$ cat config.mk
export PLATFORM = sky130hd
export DESIGN_NAME = dma_tcd_engine
export DESIGN_NICKNAME = d
export VERILOG_FILES = /design/src/rtl/dma_tcd_engine.sv
export SDC_FILE = /design/constraint.sdc
export NUM_CORES = 1
export LEC_CHECK = 0
export ABC_CLOCK_PERIOD_IN_PS = 5800
export BUFFER_PORTS_ARGS = -buffer_cell sky130_fd_sc_hd__buf_2
export CAP_MARGIN = 20
export CORE_AREA = 2 2 219 221
export DETAILED_ROUTE_END_ITERATION = 7
export DIE_AREA = 0 0 221 223
export PLACE_DENSITY_LB_ADDON = 0.25
export SETUP_SLACK_MARGIN = 0.3
export SYNTH_ARGS = -nofsm -noshare
export SYNTH_HDL_FRONTEND = slang
export SYNTH_SLANG_ARGS = --single-unit
$ cat constraint.sdc
create_clock -name clk -period 5.8 [get_ports clk]
set_input_delay 1.16 -clock clk [delete_from_list [all_inputs] [get_ports clk]]
set_output_delay 1.16 -clock clk [all_outputs]
set_load 0.01 [all_outputs]
$ cat src/rtl/dma_tcd_engine.sv
module dma_tcd_engine #(
  parameter int AW   = 32,
  parameter int DW   = 64,
  parameter int MAJW = 16,
  parameter int STW  = 4
) (
  input  logic          clk,
  input  logic          rst_n,
  input  logic          cfg_we,
  input  logic [3:0]    cfg_addr,
  input  logic [AW-1:0] cfg_wdata,
  input  logic          start,
  output logic          busy,
  output logic          done,
  output logic          err,
  output logic [AW-1:0] src_addr,
  output logic [AW-1:0] dst_addr,
  output logic          m_req,
  output logic          m_we,
  output logic [AW-1:0] m_addr,
  output logic [2:0]    m_size,
  output logic [DW-1:0] m_wdata,
  input  logic [DW-1:0] m_rdata,
  input  logic          m_ready
);
  localparam int BEAT_BYTES = DW / 8;
  localparam int MAX_BEATS  = 4;

  typedef enum logic [1:0] {S_IDLE, S_RD, S_WR, S_STALL} st_t;
  st_t state;

  logic [AW-1:0]   src_q, dst_q, nbytes_q, slast_q, dlast_q, elem_left;
  logic [15:0]     soff_q, doff_q;
  logic [2:0]      ssz_q, dsz_q;
  logic [1:0]      bwc_q, beat;
  logic [MAJW-1:0] major_q, maj_left;
  logic [STW-1:0]  stall_cnt;
  logic [DW-1:0]   buf_q [MAX_BEATS];

  wire size_ok = (ssz_q == dsz_q) && (ssz_q <= 3'd3 || ssz_q == 3'd5);
  wire [2:0] shift = ssz_q;
  wire [AW-1:0] elem_bytes = AW'(1) << shift;
  wire [1:0] last_beat = (ssz_q == 3'd5) ? 2'd3 : 2'd0;
  wire desc_ok = size_ok && nbytes_q != '0 && (nbytes_q & (elem_bytes - AW'(1))) == '0
                 && major_q != '0;
  wire [STW-1:0] stall_len = (bwc_q == 2'd3) ? STW'(8) : (bwc_q == 2'd2) ? STW'(4) : '0;

  wire rd_end = state == S_RD && m_ready && beat == last_beat;
  wire wr_end = state == S_WR && m_ready && beat == last_beat;
  wire elem_last = elem_left == AW'(1);
  wire fin = wr_end && elem_last && maj_left == MAJW'(1);

  assign busy     = state != S_IDLE;
  assign m_req    = state == S_RD || state == S_WR;
  assign m_we     = state == S_WR;
  assign m_addr   = (m_we ? dst_q : src_q) + AW'(beat) * AW'(BEAT_BYTES);
  assign m_size   = (ssz_q > 3'd3) ? 3'd3 : ssz_q;
  assign m_wdata  = buf_q[beat];
  assign src_addr = src_q;
  assign dst_addr = dst_q;

  always_ff @(posedge clk) begin
    if (state == S_RD && m_ready) buf_q[beat] <= m_rdata;
  end

  always_ff @(posedge clk or negedge rst_n) begin
    if (!rst_n) begin
      state <= S_IDLE; done <= 1'b0; err <= 1'b0; beat <= '0; stall_cnt <= '0;
      src_q <= '0; dst_q <= '0; nbytes_q <= '0; slast_q <= '0; dlast_q <= '0;
      soff_q <= '0; doff_q <= '0; ssz_q <= '0; dsz_q <= '0; bwc_q <= '0;
      major_q <= '0; maj_left <= '0; elem_left <= '0;
    end else begin
      done <= 1'b0;
      case (state)
        S_IDLE: begin
          if (cfg_we) begin
            case (cfg_addr)
              4'd0: src_q    <= cfg_wdata;
              4'd1: dst_q    <= cfg_wdata;
              4'd2: soff_q   <= cfg_wdata[15:0];
              4'd3: doff_q   <= cfg_wdata[15:0];
              4'd4: begin dsz_q <= cfg_wdata[2:0]; ssz_q <= cfg_wdata[6:4]; bwc_q <= cfg_wdata[9:8]; end
              4'd5: nbytes_q <= cfg_wdata;
              4'd6: major_q  <= cfg_wdata[MAJW-1:0];
              4'd7: slast_q  <= cfg_wdata;
              4'd8: dlast_q  <= cfg_wdata;
              default: ;
            endcase
          end
          if (start) begin
            err <= !desc_ok;
            if (desc_ok) begin
              state     <= S_RD;
              beat      <= '0;
              elem_left <= nbytes_q >> shift;
              maj_left  <= major_q;
            end
          end
        end
        S_RD: if (m_ready) begin
          beat <= rd_end ? 2'd0 : beat + 2'd1;
          if (rd_end) begin
            src_q <= src_q + AW'(signed'(soff_q));
            state <= S_WR;
          end
        end
        S_WR: if (m_ready) begin
          beat <= wr_end ? 2'd0 : beat + 2'd1;
          if (wr_end) begin
            dst_q <= dst_q + AW'(signed'(doff_q)) + (fin ? dlast_q : '0);
            if (fin) begin
              src_q <= src_q + slast_q;
              state <= S_IDLE;
              done  <= 1'b1;
            end else begin
              if (elem_last) begin
                elem_left <= nbytes_q >> shift;
                maj_left  <= maj_left - MAJW'(1);
              end else begin
                elem_left <= elem_left - AW'(1);
              end
              stall_cnt <= stall_len;
              state     <= (stall_len != '0) ? S_STALL : S_RD;
            end
          end
        end
        S_STALL: begin
          stall_cnt <= stall_cnt - STW'(1);
          if (stall_cnt == STW'(1)) state <= S_RD;
        end
        default: state <= S_IDLE;
      endcase
    end
  end
endmodule


* Yosys cells after proc, flatten, opt, wreduce, memory -nomap -nowiden *
Memory sizes are Yosys's and may differ from the RTL's.
Cells that the tools add are included.

storage, ports and cells
  input bits = 105
  memory bits (writable) = 256
  output and inout bits = 168
  bits in registers = 274
  word-level logic and storage cells = 164
  memories kept = 1

memories
  name   depth  width  rd ports  clocked after memory_dff  write ports  RTL line  text
  buf_q  4      64     1         0                         1            38        logic [DW-1:0] buf_q [MAX_BEATS];

cells by class
  shift operators = 2
  bitwise logic cells = 1
  mux-type cells = 60
  reduce and logical (&&, ||, !) cells = 38
  magnitude comparators = 2
  eq/ne operators = 32
  add/subtract/negate cells = 10

operator list
  cell                                                                      number
  32-bit 2-to-1 mux                                                         19
  32-bit adder                                                              4
  32-bit case mux with 2 select lines                                       2
  16-bit 2-to-1 mux                                                         6
  32-bit case mux with 3 select lines                                       1
  32-bit by 1-bit subtractor with 32-bit output (second input constant)     2
  32-bit by 5-bit adder with 32-bit output                                  1
  32-bit AND                                                                1
  32-bit by 1-bit equality test with 1-bit output (second input constant)   1
  32-bit logical NOT                                                        1
  2-bit 2-to-1 mux                                                          16
  16-bit case mux with 2 select lines                                       1
  32-bit nonzero test                                                       1
  1-bit by 3-bit << shifter with 32-bit output (first input constant)       1
  32-bit by 3-bit right shift with 32-bit output                            1
  3-bit AND reduction                                                       7
  16-bit by 1-bit equality test with 1-bit output (second input constant)   1
  4-bit by 3-bit equality test with 1-bit output (second input constant)    4
  4-bit 2-to-1 mux                                                          4
  16-bit nonzero test                                                       1
  16-bit by 1-bit subtractor with 16-bit output (second input constant)     1
  2-bit inequality test (second input constant)                             7
  7-bit AND reduction                                                       2
  2-bit by 1-bit inequality test with 1-bit output (second input constant)  6
  other kinds (30)                                                          54

* Logic depth before layout (Yosys ltp) *
Gate-level depths: netlist (run 1).

  depth after elaboration = 11
  mapped depth = 21
  mapped depth without buffers = 20

* Least setup slack after synthesis (run 1) *
OpenSTA, ideal clock, no wires.

  kind = flip-flop to output port
  from = register state[0]
  to = output m_addr[23]
  slack = 226 ps
  arrival = 4414 ps
  buffers on the path = 7
  cell stages (with the launch flop) = 20
  data required time = 4640 ps
  cell sequence = dfrtp_1 > inv_1 > ha_1 > buf_2 > buf_2 > buf_2 > buf_2 > clkbuf_1 > clkbuf_1 > mux2_2 > ha_1 > fa_1 > o21ai_0 > nor2_1 > and4_1 > and3_1 > clkbuf_1 > nand2_1 > xor2_1 > mux2i_1

between the ends
  longest elaborated chain between the ends = 3

RTL lines
  item                                      RTL line  text
  start: declaration                        30        st_t state;
  start signal: assignment                  123       state <= (stall_len != '0) ? S_STALL : S_RD;
  2-bit equality test                       55        assign m_we = state == S_WR;
  net m_we                                  19        output logic m_we,
  32-bit 2-to-1 mux                         56        assign m_addr = (m_we ? dst_q : src_q) + AW'(beat) * AW'(BEAT_BYTES);
  32-bit by 5-bit adder with 32-bit output  56
  end: declaration                          20        output logic [AW-1:0] m_addr,

The timed path passes the listed nets, and every way through them passes these cells.

* Final worst setup path (run 1) *
  from = register state[0]
  to = output m_addr[21]

between the ends
  longest elaborated chain between the ends = 3

RTL lines
  item                                      RTL line
  2-bit equality test                       55
  32-bit 2-to-1 mux                         56
  32-bit by 5-bit adder with 32-bit output  56

Every way passes these cells.

==> run summary, run 1 <==
outcome: complete, no violations
Via Count: 20100
arrival time worst endpoint: 4.08 ns
TritonCTS buffer count: 54
TritonCTS sink count: 530
H-tree level count: 2
nets@finish: 2776
Cells after Synth: 2307
gr usage total: 0.290
Pleak: 13.4 nW
final hold violation count: 0
post-route ant nets: 0
routing usage on met1: 0.378
Die Wd: 221 um
Post-DP HPWL: 49100 um
worst-margin pin slew: 1.23 ns
crit share post-route: 0.903
antenna violations before repair: 4
CTS tree: built
Mapped Area: 0.0280 mm^2
crit end category: output port
Slew Viols, Final: 0
synth unique cells: 86
FP Rows: 80
IO Pins: 273
Clock Path Buffers: 3
slowest stage cell, crit path: dfrtp_1
Max VDD drop: 0.442 mV
Inst Count DP: 3114
HP Class: flop to flop
Setup WS post-layout: 0.560 ns
Buf/Inv on CP: 3
CP max FO: 18
most frequent cells in the layout: dfrtp_1 (270), buf_2 (270), edfxtp_1 (256)
Max Cap Viol: 0
clock-pin transition on the worst setup and hold timing paths: 0.06 ns
Post-Place Setup Slack: 0.171 ns
DRT Pass-1 Iters: 5
power per standard cell area: 540 mW/mm^2
ys flop type: dfrtp_1
Seq cells post-synth: 530
final setup violating endpoints: 0
Setup TNS: 0 ns
worst setup path category: flop to output port
WL/cell: 22.4 um
die area: 0.0493 mm^2
critical path's top delay family: adder cells
Post-synth EDFFs: 256
CP Data Required Time: 4.64 ns
slew margin rel.: 0.174
startpoint types: flop
placed cell area: 0.0300 mm^2
RSZ-0062 raised after global routing: true
Die Y: 223 um
non-filler cells, final: 3223
global-route wire length before repair: 113000 um
Area Growth Syn to Fin: 14.0%
fmax: 191 MHz
Vias/cell: 6.23
largest net degree at the start of global routing: 96
number of global-route vias before repair: 19900
sequential-to-total area share from yosys stat: 0.520
routed wire length: 72100 um
critical path cell sequence: inv_1, ha_4, mux2_2, ha_1, fa_1, o21ai_0, nor2_1, buf_4, and4_1, and2_1, nand2_1, xnor2_1, nor2_1, a21oi_1, buf_2
Final Wtd Congestion: 0.952
clk_lat worst skew: 0.60 ns
GRT busiest layer: met2
grt met2 use: 0.483
min Tclk post-route: 5.24 ns
CP max stage delay: 0.41 ns
Finished Cell Area: 0.0319 mm^2
root buffer cell: clkbuf_16
Remaining DRCs: 0
syn nets: 2525
drt first-iter violations: 1766
Max Clock Skew: 0.0157 ns
CORE AREA: 0.0471 mm^2
Synth async-reset ratio: 0.517
Port Buf Inserts: 271
share of cells above drive strength 1: 0.266
synth warn: 0
syn avg cell area: 12.1 um^2
remaining global-route overflow: 0
met3 usage: 0.0615
Crit path top cell by count: nor2_1
Initial Utilization: 0.593
[state kept, by name, indices dropped and copies added, names as in the netlist]
register,cells
soff_q,16
doff_q,16
done,1
state,2
buf_q,256
dlast_q,32
shift,3
elem_left,32
dsz_q,3
stall_cnt,4
slast_q,32
beat,2
major_q,16
dst_addr,32
maj_left,16
src_addr,32
nbytes_q,32
bwc_q,2
err,1
[final timing paths]
| kind | to | from | depth (start not counted) | slack [ns] |
|---|---|---|---|---|
| worst max-delay path | m_addr[21] | state[0]$_DFFE_PN0P_ | 15 | 0.56 |
| worst min-delay path | err$_DFFE_PN0P_ | err$_DFFE_PN0P_ | 2 | 0.49 |
| worst max register to register | dst_addr[31]$_DFFE_PN0P_ | elem_left[24]$_DFFE_PN0P_ | 20 | 0.58 |
| worst min register to register | err$_DFFE_PN0P_ | err$_DFFE_PN0P_ | 2 | 0.49 |
| max in group asynchronous | elem_left[18]$_DFFE_PN0P_ | rst_n | 2 | 4.07 |
| min in group asynchronous | dst_addr[26]$_DFFE_PN0P_ | rst_n | 1 | 0.53 |
[power breakdown]
group	leakage (nW)	total (mW)	switching, mW	internal (mW)
Clock	0.915	3.67	1.49	2.17
Sequential	5.85	5.80	0.921	4.88
Combinational	6.62	7.75	4.47	3.28
Total	13.4	17.2	6.88	10.3
[tightest hold or removal path: cells and delay by family, from the launching register on]
family | cells | cell delay [ns]
flops | 1 | 0.34
compound gates | 1 | 0.04
simple gates | 1 | 0.07
[per-layer routing]
layer  wire length [um]  vias to the layer above
li1                   -                     9159
met5                 15                        -
met4               2650                        2
met1              29000                     9969
met3               5340                      161
met2              35200                      773
[synth_stat cells (34+ instances only)]
master    count  area share
ha_1         79       0.035
clkbuf_1     82       0.011
fa_1         34       0.024
o21ai_0     165       0.030
xnor2_1      42       0.013
mux2i_1      78       0.028
nand2_1     186       0.025
mux4_2       64       0.052
mux2_2      191       0.077
inv_1        45      0.0060
nor2_1      121       0.016
xor2_1       41       0.013
edfxtp_1    256        0.27
dfrtp_1     274        0.25
a21o_1       38       0.010
and2_1       35      0.0078
a21oi_1     146       0.026
[kinds of logic (layout without fill, tap and decap cells)]
| kind of cell | Yosys count | in the layout | share of synthesized area |
|---|---|---|---|
| AOI/OAI and AO/OA | 510 | 510 | 0.110 |
| DFF | 530 | 530 | 0.520 |
| buffers and inverters | 162 | 459 | 0.0233 |
| adders and majority gates | 113 | 113 | 0.0597 |
| other | 1 | 5 | 0.000134 |
| xor gates and xnor gates | 83 | 83 | 0.0260 |
| and+or+nand+nor | 574 | 574 | 0.104 |
| muxes | 334 | 334 | 0.157 |
[timing repair]
action                     4_1_cts  5_1_grt
setup endpoints to repair        6       10
setup buffers                    2        0
hold buffers                     0        0
pin swaps                        1        0
hold endpoints to repair         0        0
gates resized for setup          0        4
[per-stage QoR]
step	total power, mW	hold WS [ns]	utilization
final	17.2	0.493	0.677
after global routing	18.3	0.508	0.676
after CTS	17.2	0.501	0.676
after detailed placement	13.5	0.487	0.636
after global placement	13.3	0.481	0.636
after floorplan	11.2	0.466	-
[area by class of cell]
cell class                      count  area (um^2)
Antenna cell                        4         10.0
Clock buffer                       66         1440
Clock inverter                     36          433
Fill cell                        3363        15200
Inverter                           46          173
Multi-Input combinational cell   1615        12800
Sequential cell                   530        14600
Tap cell                          615          769
Timing Repair Buffer              311         1690
Power figures use the tool's default switching activity.
==> run 2: changes to the inputs <==
--- a/config.mk
+++ b/config.mk
@@ -5,12 +5,13 @@
 export SDC_FILE = /design/constraint.sdc
 export NUM_CORES = 1
 export LEC_CHECK = 0
-export ABC_CLOCK_PERIOD_IN_PS = 5800
+export ABC_CLOCK_PERIOD_IN_PS = 6400
 export BUFFER_PORTS_ARGS = -buffer_cell sky130_fd_sc_hd__buf_2
 export CAP_MARGIN = 20
-export CORE_AREA = 2 2 219 221
+export CORE_AREA = 2 2 211 213
+export CTS_CLUSTER_SIZE = 28
 export DETAILED_ROUTE_END_ITERATION = 7
-export DIE_AREA = 0 0 221 223
+export DIE_AREA = 0 0 213 215
 export PLACE_DENSITY_LB_ADDON = 0.25
 export SETUP_SLACK_MARGIN = 0.3
 export SYNTH_ARGS = -nofsm -noshare
==> constraint.sdc (replaced) <==
create_clock -name clk -period 6.4 [get_ports clk]
set_input_delay 1.28 -clock clk [delete_from_list [all_inputs] [get_ports clk]]
set_output_delay 1.28 -clock clk [all_outputs]
set_load 0.01 [all_outputs]
==> run 2 against run 1 <==
Utilization rose by 5.2 points. Via count rose by 2.1%. Critical endpoint is now dst_addr[31]$_DFFE_PN0P_. Worst setup slack improved by 0.059 ns. Critical path type is now flop to flop. Largest power group unchanged. Final cell count fell by 0.99%.
==> run summary, run 2 (synthesized netlist as in run 1, its figures left out) <==
outcome: complete, no violations (unchanged)
most frequent cells in the layout: dfrtp_1 (270), buf_2 (270), edfxtp_1 (256) (unchanged)
Setup WS post-layout: 0.619 ns (was 0.560 ns)
crit end category: flop (was output port)
Area Growth Syn to Fin: 13.7% (was 14.0%)
area of the multi-input gates: 0.0128 mm^2 (unchanged)
global-route wire length before repair: 118000 um (was 113000 um)
IO Pins: 273 (unchanged)
number of global-route vias before repair: 20600 (was 19900)
H-tree level count: 2 (unchanged)
arrival time worst endpoint: 6.25 ns (was 4.08 ns)
worst-margin pin slew: 0.974 ns (was 1.23 ns)
slew margin rel.: 0.345 (was 0.174)
Initial Utilization: 0.641 (was 0.593)
Post-CTS Setup Bufs: 0 (was 2)
Die Wd: 213 um (was 221 um)
antenna violations before repair: 3 (was 4)
TritonCTS sink count: 530 (unchanged)
Slew Viols, Final: 0 (unchanged)
CP Data Required Time: 6.87 ns (was 4.64 ns)
Die Y: 215 um (was 223 um)
critical path cell sequence: or4_4, nor4_4, nand4_2, nor4_4, buf_4, and2_1, fa_1, ha_1, nor2b_1, o31ai_1, a21oi_1, nor3_1, o21ai_0, a31oi_1, a221oi_1, xnor2_1, o21ai_0 (was inv_1, ha_4, mux2_2, ha_1, fa_1, o21ai_0, nor2_1, buf_4, and4_1, and2_1, nand2_1, xnor2_1, nor2_1, a21oi_1, buf_2)
slowest stage cell, crit path: or4_4 (was dfrtp_1)
post-cts repair resize count: 0 (unchanged)
Max VDD drop: 0.354 mV (was 0.442 mV)
crit share post-route: 0.903
hold buffers post-CTS: 0 (unchanged)
power per standard cell area: 495 mW/mm^2 (was 540 mW/mm^2)
switching pwr: 6.42 mW (was 6.88 mW)
min Tclk post-route: 5.78 ns
clock-pin transition on the worst setup and hold timing paths: 0.06 ns (about the same)
max reg flops: 256 (unchanged)
Pleak: 13.3 nW (was 13.4 nW)
RSZ-0062 raised after global routing: false (was true)
fillers: 2964 (was 3363)
final hold violation count: 0 (unchanged)
remaining global-route overflow: 0 (unchanged)
CP max FO: 34 (was 18)
die area: 0.0458 mm^2 (was 0.0493 mm^2)
Max Cap Viol: 0 (unchanged)
WL/cell: 23.8 um (was 22.4 um)
nets@finish: 2768 (was 2776)
Remaining DRCs: 0 (unchanged)
Via Count: 20500 (was 20100)
share of cells above drive strength 1: 0.265 (was 0.266)
final setup violating endpoints: 0 (unchanged)
startpoint types: flop (unchanged)
gr usage total: 0.335 (was 0.290)
post-route ant nets: 0 (unchanged)
CTS tree: built (unchanged)
fmax: 173 MHz
WHS: 0.493 ns (about the same)
Buf/Inv on CP: 1 (was 3)
largest net degree at the start of global routing: 114 (was 96)
Final Core Density: 0.729 (was 0.677)
Post-Place Setup Slack: 0.873 ns (was 0.171 ns)
root buffer cell: clkbuf_16 (unchanged)
Pwr Total: 15.7 mW (was 17.2 mW)
Max Clock Skew: 0.0465 ns (was 0.0157 ns)
CORE AREA: 0.0436 mm^2 (was 0.0471 mm^2)
Top reg by flops: buf_q (unchanged)
Clock Power Share: 0.212 (was 0.213)
DRT Pass-1 Iters: 8 (was 5)
CP max stage delay: 0.59 ns (was 0.41 ns)
Setup TNS: 0 ns (unchanged)
internal power of the cells: 9.33 mW (was 10.3 mW)
Clock Path Buffers: 3 (unchanged)
critical path's top delay family: simple AND/OR/NAND/NOR gates (was adder cells)
Final Wtd Congestion: 0.970 (was 0.952)
Sw Share: 0.408 (was 0.400)
sequential cell area: 0.0146 mm^2 (unchanged)
sequential power share: 0.335 (was 0.337)
Port Buf Inserts: 271 (unchanged)
worst setup path category: flop to flop (was flop to output port)
routed wire length: 76100 um (was 72100 um)
FP Rows: 77 (was 80)
Comb power frac: 0.453 (was 0.450)
Vias/cell: 6.42 (was 6.23)
clk_lat worst skew: 0.63 ns (was 0.60 ns)
drt first-iter violations: 1949 (was 1766)
TritonCTS buffer count: 54 (unchanged)
HP Class: flop to flop (unchanged)
Post-DP HPWL: 49400 um (was 49100 um)
-- run 2: layout make-up --
type,count,area share
tap,592,0.0233
inverter,46,0.00543
sequential,530,0.457
multi-input combinational,1615,0.403
timing repair buffer,303,0.0513
clock inverter,35,0.0127
clock buffer,67,0.0463
antenna,3,0.000236
-- run 2: path summary, 6_finish.rpt --
kind	startpoint	cells after the start	slack, ns	endpoint
max in group asynchronous	rst_n	2	4.37	slast_q[17]$_DFFE_PN0P_
worst min register to register	err$_DFFE_PN0P_	2	0.49	err$_DFFE_PN0P_
worst max-delay path	elem_left[24]$_DFFE_PN0P_	17	0.62	dst_addr[31]$_DFFE_PN0P_
worst min-delay path	err$_DFFE_PN0P_	2	0.49	err$_DFFE_PN0P_
worst max register to register	elem_left[24]$_DFFE_PN0P_	17	0.62	dst_addr[31]$_DFFE_PN0P_
min in group asynchronous	rst_n	1	0.67	done$_DFF_PN0_
-- run 2: stage by stage --
step	std cells	area (um^2)
floorplan	2307	28000
global placement	3086	29900
finish	3191	31800
global route	3189	31800
CTS	3188	31800
detailed placement	3086	29900
-- run 2: power groups by stage --
stage               Clock (mW)  Combinational, mW  Sequential (mW)
floorplan                    0               5.00             5.11
global placement             0               6.75             5.25
detailed placement           0               6.95             5.30
CTS                       3.37               7.08             5.26
global route              3.49               7.80             5.37
finish                    3.34               7.13             5.28
-- run 2: worst min-delay path, cell delays in order (launching register included) --
cell	delay (ns)
dfrtp_1	0.34
a21oi_1	0.04
nor2_1	0.07
-- run 2: routing by layer --
metal	track usage	up-vias	routed length (um)
met5	0	-	13
met4	0.167	2	3950
met3	0.0643	226	5820
met2	0.557	1016	37700
met1	0.420	10100	28600
li1	-	9114	-
